**src/rtl/gte_pkg.sv**
```systemverilog
package gte_pkg;

  localparam int LANES    = 4;
  localparam int LANE_W   = 8;

  typedef enum logic [1:0] {
    ACT_NONE = 2'd0,
    ACT_SET  = 2'd1,
    ACT_CLR  = 2'd2,
    ACT_TOG  = 2'd3
  } act_e;

  // Priority: clear over set, toggle only when neither is present.
  function automatic act_e resolve_act(logic s, logic c, logic t);
    if (c)      return ACT_CLR;
    else if (s) return ACT_SET;
    else if (t) return ACT_TOG;
    else        return ACT_NONE;
  endfunction

  // Next latch value: task action first, software write second, else hold.
  function automatic logic next_level(act_e a, logic q, logic we, logic lv);
    case (a)
      ACT_SET: return 1'b1;
      ACT_CLR: return 1'b0;
      ACT_TOG: return ~q;
      default: return we ? lv : q;
    endcase
  endfunction

  // Bits of word `word_idx` that carry real configuration state.
  function automatic logic [31:0] live_mask(int word_idx, int num_gpio, int ch_w);
    logic [31:0] m;
    m = '0;
    for (int l = 0; l < LANES; l++) begin
      if (word_idx * LANES + l < num_gpio) begin
        for (int b = 0; b <= ch_w; b++) m[l*LANE_W + b] = 1'b1;
      end
    end
    return m;
  endfunction

endpackage

```
**src/rtl/gte_cfg_regs.sv**
```systemverilog
module gte_cfg_regs
  import gte_pkg::*;
#(
  parameter int NUM_GPIO = 31,
  parameter int CH_W     = 3,
  parameter int ADDR_W   = 3,
  parameter int DATA_W   = 32
) (
  input  logic                           clk,
  input  logic                           rst_n,
  input  logic                           wr_en,
  input  logic [ADDR_W-1:0]              addr,
  input  logic [DATA_W-1:0]              wdata,
  output logic [DATA_W-1:0]              rdata,
  output logic [NUM_GPIO-1:0]            pin_en,
  output logic [NUM_GPIO-1:0][CH_W-1:0]  pin_sel
);

  for (genvar g = 0; g < NUM_GPIO; g++) begin : g_pin
    localparam int WORD = g / LANES;
    localparam int LSB  = (g % LANES) * LANE_W;
    logic hit;
    assign hit = wr_en && (addr == ADDR_W'(WORD));
    always_ff @(posedge clk or negedge rst_n) begin
      if (!rst_n) begin
        pin_en[g]  <= 1'b0;
        pin_sel[g] <= '0;
      end else if (hit) begin
        pin_en[g]  <= wdata[LSB];
        pin_sel[g] <= wdata[LSB+1 +: CH_W];
      end
    end
  end

  always_comb begin
    rdata = '0;
    for (int g = 0; g < NUM_GPIO; g++) begin
      if (addr == ADDR_W'(g / LANES)) begin
        rdata[(g % LANES) * LANE_W]              = pin_en[g];
        rdata[(g % LANES) * LANE_W + 1 +: CH_W]  = pin_sel[g];
      end
    end
  end

  p_reserved_zero_r3: assert property (@(posedge clk) disable iff (!rst_n)
    (rdata & ~live_mask(int'(addr), NUM_GPIO, CH_W)) == '0);

  p_lane0_write_r2: assert property (@(posedge clk) disable iff (!rst_n)
    (wr_en && addr == '0) |=> (pin_en[0] == $past(wdata[0])) &&
                              (pin_sel[0] == $past(wdata[CH_W:1])));

endmodule

```
**src/rtl/gte_act_decode.sv**
```systemverilog
module gte_act_decode
  import gte_pkg::*;
#(
  parameter int NUM_CH = 8
) (
  input  logic [NUM_CH-1:0] set_i,
  input  logic [NUM_CH-1:0] clr_i,
  input  logic [NUM_CH-1:0] tog_i,
  output act_e [NUM_CH-1:0] act_o
);

  for (genvar c = 0; c < NUM_CH; c++) begin : g_ch
    assign act_o[c] = resolve_act(set_i[c], clr_i[c], tog_i[c]);
  end

endmodule

```
**src/rtl/gte_out_latch.sv**
```systemverilog
module gte_out_latch
  import gte_pkg::*;
(
  input  logic clk,
  input  logic rst_n,
  input  act_e act,
  input  logic sw_we,
  input  logic sw_lv,
  output logic q
);

  always_ff @(posedge clk or negedge rst_n) begin
    if (!rst_n) q <= 1'b0;
    else        q <= next_level(act, q, sw_we, sw_lv);
  end

  p_set_high_r4: assert property (@(posedge clk) disable iff (!rst_n)
    act == ACT_SET |=> q);
  p_clr_low_r5: assert property (@(posedge clk) disable iff (!rst_n)
    act == ACT_CLR |=> !q);
  p_toggle_r6: assert property (@(posedge clk) disable iff (!rst_n)
    act == ACT_TOG |=> q != $past(q));
  p_sw_write_r10: assert property (@(posedge clk) disable iff (!rst_n)
    (act == ACT_NONE && sw_we) |=> q == $past(sw_lv));

endmodule

```
**src/rtl/gpio_task_exec.sv**
```systemverilog
module gpio_task_exec
  import gte_pkg::*;
#(
  parameter int NUM_GPIO = 31,
  parameter int NUM_CH   = 8,
  parameter int DATA_W   = 32,
  localparam int CH_W    = $clog2(NUM_CH),
  localparam int NUM_REG = (NUM_GPIO + LANES - 1) / LANES,
  localparam int ADDR_W  = (NUM_REG > 1) ? $clog2(NUM_REG) : 1
) (
  input  logic                clk,
  input  logic                rst_n,
  input  logic                cfg_wr_en,
  input  logic [ADDR_W-1:0]   cfg_addr,
  input  logic [DATA_W-1:0]   cfg_wdata,
  output logic [DATA_W-1:0]   cfg_rdata,
  input  logic [NUM_CH-1:0]   task_set,
  input  logic [NUM_CH-1:0]   task_clr,
  input  logic [NUM_CH-1:0]   task_tog,
  input  logic [NUM_GPIO-1:0] sw_we,
  input  logic [NUM_GPIO-1:0] sw_level,
  output logic [NUM_GPIO-1:0] gpio_level
);

  logic [NUM_GPIO-1:0]           pin_en;
  logic [NUM_GPIO-1:0][CH_W-1:0] pin_sel;
  act_e [NUM_CH-1:0]             ch_act;
  act_e [NUM_GPIO-1:0]           pin_act;

  gte_cfg_regs #(
    .NUM_GPIO (NUM_GPIO),
    .CH_W     (CH_W),
    .ADDR_W   (ADDR_W),
    .DATA_W   (DATA_W)
  ) i_cfg (
    .clk     (clk),
    .rst_n   (rst_n),
    .wr_en   (cfg_wr_en),
    .addr    (cfg_addr),
    .wdata   (cfg_wdata),
    .rdata   (cfg_rdata),
    .pin_en  (pin_en),
    .pin_sel (pin_sel)
  );

  gte_act_decode #(.NUM_CH(NUM_CH)) i_dec (
    .set_i (task_set),
    .clr_i (task_clr),
    .tog_i (task_tog),
    .act_o (ch_act)
  );

  for (genvar g = 0; g < NUM_GPIO; g++) begin : g_out
    assign pin_act[g] = pin_en[g] ? ch_act[pin_sel[g]] : ACT_NONE;

    gte_out_latch i_latch (
      .clk   (clk),
      .rst_n (rst_n),
      .act   (pin_act[g]),
      .sw_we (sw_we[g]),
      .sw_lv (sw_level[g]),
      .q     (gpio_level[g])
    );

    p_disabled_hold_r8: assert property (@(posedge clk) disable iff (!rst_n)
      (!pin_en[g] && !sw_we[g]) |=> $stable(gpio_level[g]));

    p_clear_wins_r9: assert property (@(posedge clk) disable iff (!rst_n)
      (pin_en[g] && task_clr[pin_sel[g]]) |=> !gpio_level[g]);
  end

endmodule

```
**config.mk**
```make
export PLATFORM = sky130hd
export DESIGN_NAME = gpio_task_exec
export DESIGN_NICKNAME = d
export VERILOG_FILES = /design/src/rtl/gte_pkg.sv /design/src/rtl/gte_cfg_regs.sv /design/src/rtl/gte_act_decode.sv /design/src/rtl/gte_out_latch.sv /design/src/rtl/gpio_task_exec.sv
export SDC_FILE = /design/constraint.sdc
export NUM_CORES = 1
export LEC_CHECK = 0
export BUFFER_PORTS_ARGS = -buffer_cell sky130_fd_sc_hd__buf_2
export CORE_MARGIN = 2
export CORE_UTILIZATION = 35
export CTS_CLUSTER_DIAMETER = 30
export CTS_CLUSTER_SIZE = 40
export DETAILED_ROUTE_END_ITERATION = 12
export PLACE_DENSITY = 0.54
export SETUP_SLACK_MARGIN = 0.5
export SLEW_MARGIN = 25
export SYNTH_ARGS = -nofsm -noshare
export SYNTH_HDL_FRONTEND = slang
export SYNTH_HIERARCHICAL = 1
export SYNTH_SLANG_ARGS = --single-unit
```
**constraint.sdc**
```tcl
create_clock -name clk -period 2.9 [get_ports clk]
set_input_delay 0.29 -clock clk [delete_from_list [all_inputs] [get_ports clk]]
set_output_delay 0.29 -clock clk [all_outputs]
set_load 0.02 [all_outputs]
```
==> summary.txt <==
Place
  • Number of cells after detailed placement: 1,503
  • Post-placement cell area: 13,020 um^2
  • Weighted congestion at the end of routability-driven global placement: 0.8132
  • PortBufs: 154
  • Detailed placer's ending HPWL: 25,020 um
  • Setup WS pre-CTS: 366.5 ps

Global route
  • Wire length of the first global-routing pass: 58,230 um
  • GRT Overall Usage: 21.93%
  • Pin count of the biggest net entering global routing: 61
  • Global-route layer with the greatest usage: met2
  • M3 GR Usage: 3.874%
  • Met1 GRT Util: 30.94%
  • Global Route met2 Usage: 34.70%
  • Via count of the first global-routing pass: 9,046
  • GR Overflow Total: 0
  • Initial antenna violation count: 0

Clock network
  • Buffers inserted during post-CTS setup optimization: 0
  • Total CTS buffers: 17
  • Clock slew seen by the registers of the worst setup and hold paths: 70 ps
  • TritonCTS clock tree: done
  • Cell chosen for the clock root: sky130_fd_sc_hd__clkbuf_16
  • Clk Latency, worst-skew pair: 430 ps
  • Maximum number of buffers from clock root to sink: 2
  • Number of sinks on the clock net: 155
  • Number of H-tree levels: 4

Floorplan
  • Die H: 187.7 um
  • Floorplan Core Area: 33,360 um^2
  • Rows: 67
  • Horizontal die dimension: 187.7 um
  • I/O pins: 187
  • Die footprint: 35,230 um^2
  • Initial core utilization: 35.39%

Routing
  • Number of vias per cell: 5.941
  • Count of unresolved DRC violations after routing: 0
  • Routed via count: 9,126
  • Post-detailed-route wirelength per cell: 25.03 um
  • Wirelength, routed: 38,450 um
  • Antenna-violating nets left: 0
  • Number of iterations in the first detailed-routing pass: 5
  • DRC marker count from the first detailed-route iteration: 831

Worst setup path
  • Startpoint type of the worst setup path: flip-flop
  • Delay of the slowest cell on the worst path: 480 ps
  • Cell type of the slowest stage on the worst timing path: sky130_fd_sc_hd__dfrtp_2
  • Startpoint of the lowest-slack register-to-register path: i_cfg/pin_sel[78]
  • Worst-case register-to-register setup slack: 1230 ps
  • List of cells traversed by the critical path: mux2i_1 -> or2_2 -> a21oi_1 -> o31a_1 -> buf_2
  • Reg-to-reg endpoint: g_out[26].i_latch/q
  • Worst Reg2Reg Path Length in Cells: 4
  • Critical-path maximum fanout: 7
  • Capturing element type of the critical path: primary output
  • Worst endpoint required time: 2610 ps
  • Arr. time, crit path: 2020 ps
  • Kind of critical path: reg2out

Power and ir drop
  • Static leakage power: 5.914 nW
  • Maximum VDD drop: 462.8 uV
  • Total power: 9.261 mW
  • Power per Cell Area: 679.7 nW/um^2

Logic synthesis
  • Netlist area before placement: 11,810 um^2
  • Synthesized area per cell: 12.51 um^2
  • Fraction of synthesized cell area taken by the top area cell type: 32.85%
  • Main area contributors after synthesis: sky130_fd_sc_hd__dfrtp_1 33%, sky130_fd_sc_hd__mux4_2 14%, sky130_fd_sc_hd__mux2_2 12%
  • Commonest cells post-synth: 155 x sky130_fd_sc_hd__dfrtp_1, 122 x sky130_fd_sc_hd__mux2_2, 118 x sky130_fd_sc_hd__mux2i_1
  • Cell taking the most area after synthesis: sky130_fd_sc_hd__dfrtp_1
  • Most numerous cell in the Yosys netlist: sky130_fd_sc_hd__dfrtp_1
  • Ys async rst share: 100.0%
  • Post-Synthesis Cells: 944
  • FF+latch count, synth: 155
  • Number of distinct library cell variants in the gate-level netlist after synthesis: 42
  • Synthesis warning total: 6
  • Top flip-flop cell by instance count after synthesis: sky130_fd_sc_hd__dfrtp_1
  • Proportion of synthesized chip area in sequential cells: 32.85%
  • EDFF count, synth: 0

Cells and area
  • Proportion of layout cells with a drive suffix above 1: 41.27%
  • Cell area after layout: 13,630 um^2
  • Filler-free cell count of the finished design: 1,536
  • Utilization after layout: 40.84%
  • Number of antenna cells inserted: 0
  • Growth of design area from synthesis to finish: 15.38%
  • Final net count: 1,199

Outcome
  • Status: finished, final reports clean

Timing
  • Final Cycle Share: 79.50%
  • Final count of hold timing violations: 0
  • Setup repair after global routing missed its margin: yes
  • Number of endpoints failing setup at the final stage: 0
  • Relative max-transition margin: 42.81%
  • Total Negative Setup Slacks: 0 ps
  • Actual slew at the worst max-slew pin: 854.7 ps
  • Final Max Tran Viols: 0
  • Fin worst setup slack: 594.5 ps
  • Final-layout worst hold slack: 148.7 ps
  • Worst Clk Skew: 13.39 ps
  • Fin crit period: 2305 ps
  • Max Fclk: 0.4338 GHz

Hold path
  • Type of the worst min-delay path: in2reg
  • Hold Startpoint: sw_level[27]
  • Capture endpoint of the worst hold path: g_out[27].i_latch/q
  • Cell depth of the worst hold path: 3

Flow run
  • Max capacitance violation total: 0
-- cell type report --
type / instances / area [um^2]
clock buffers: 19 / 452.9
clock inverters: 13 / 133.9
fillers: 3197 / 19740
inverters: 39 / 146.4
multi-input cells: 668 / 7317
flip-flops and latches: 155 / 3882
well taps: 448 / 560.5
repair buffers: 194 / 1132
-- power by group --
part | internal [mW] | leakage, nW | switching, mW | total (mW)
logic | 1.82 | 3.78 | 1.56 | 3.38
registers | 2.74 | 1.86 | 0.858 | 3.60
clock network | 1.25 | 0.273 | 1.03 | 2.28
total | 5.81 | 5.91 | 3.45 | 9.26
-- kinds of logic (layout without fill, tap and decap cells) --
kind of cell           after synthesis  in the layout  synth area share (%)
other                                1             16               0.03176
flip-flops                         155            155                 32.85
buffers and inverters              136            265                 5.774
multiplexers                       370            370                 47.76
AO/OA/AOI/OAI                      110            110                 6.951
AND/OR/NAND/NOR                    172            172                 6.633
-- how the worst max path moves through the flow --
| stage | start | depth (start not counted) | end | slack [ps] |
|---|---|---|---|---|
| after global routing | i_cfg/pin_sel[58] | 5 | cfg_rdata[26] | 480 |
| after CTS | cfg_addr[1] | 7 | cfg_rdata[18] | 500 |
| after detailed placement | cfg_addr[1] | 6 | cfg_rdata[18] | 370 |
| after floorplan | cfg_addr[2] | 6 | cfg_rdata[26] | 1110 |
| after global placement | cfg_addr[1] | 6 | cfg_rdata[19] | 450 |
| final | i_cfg/pin_sel[29] | 5 | cfg_rdata[11] | 590 |
-- registers in the layout, summed over array words and instances (netlist names) --
name	flops
g_out.i_latch/q	31
i_cfg/pin_en	31
i_cfg/pin_sel	93
-- worst max-delay path, delay by kind of cell (launching register included) --
kind | cells | cell delay, ps
AND/OR/NAND/NOR | 1 | 280
flip-flops | 1 | 480
multiplexers | 1 | 110
AO/OA/AOI/OAI | 2 | 520
buffers and inverters | 1 | 200
-- metal layers --
metal | wire length [um] | vias to the layer above
met5 | 0 | -
met4 | 870 | 0
met3 | 2716 | 61
met2 | 17930 | 454
met1 | 16930 | 4731
li1 | - | 3880
-- repair_timing --
item,CTS,global route
endpoints found under the hold margin,56,0
gates resized for setup,2,3
setup endpoints to repair,11,14
hold buffers,1,0
-- placed cells by master, fill, tap and decap left out, types with 11 or more instances in the layout --
cell type | netlist | final
sky130_fd_sc_hd__dfrtp_1 | 155 | 152
sky130_fd_sc_hd__buf_2 | 31 | 152
sky130_fd_sc_hd__mux2_2 | 122 | 122
sky130_fd_sc_hd__mux2i_1 | 118 | 118
sky130_fd_sc_hd__nor2_1 | 85 | 81
sky130_fd_sc_hd__mux4_2 | 76 | 76
sky130_fd_sc_hd__nand2_1 | 56 | 56
sky130_fd_sc_hd__mux4_1 | 51 | 51
sky130_fd_sc_hd__inv_1 | 39 | 39
sky130_fd_sc_hd__buf_4 | 25 | 35
sky130_fd_sc_hd__o2bb2ai_1 | 32 | 32
sky130_fd_sc_hd__a21oi_1 | 27 | 27
sky130_fd_sc_hd__clkbuf_16 | 0 | 17
sky130_fd_sc_hd__conb_1 | 1 | 16
sky130_fd_sc_hd__or2_2 | 11 | 11
sky130_fd_sc_hd__a22oi_1 | 11 | 11
sky130_fd_sc_hd__a221oi_1 | 11 | 11
sky130_fd_sc_hd__o31a_1 | 11 | 11
No activity file was read; power rests on OpenSTA's default activity.
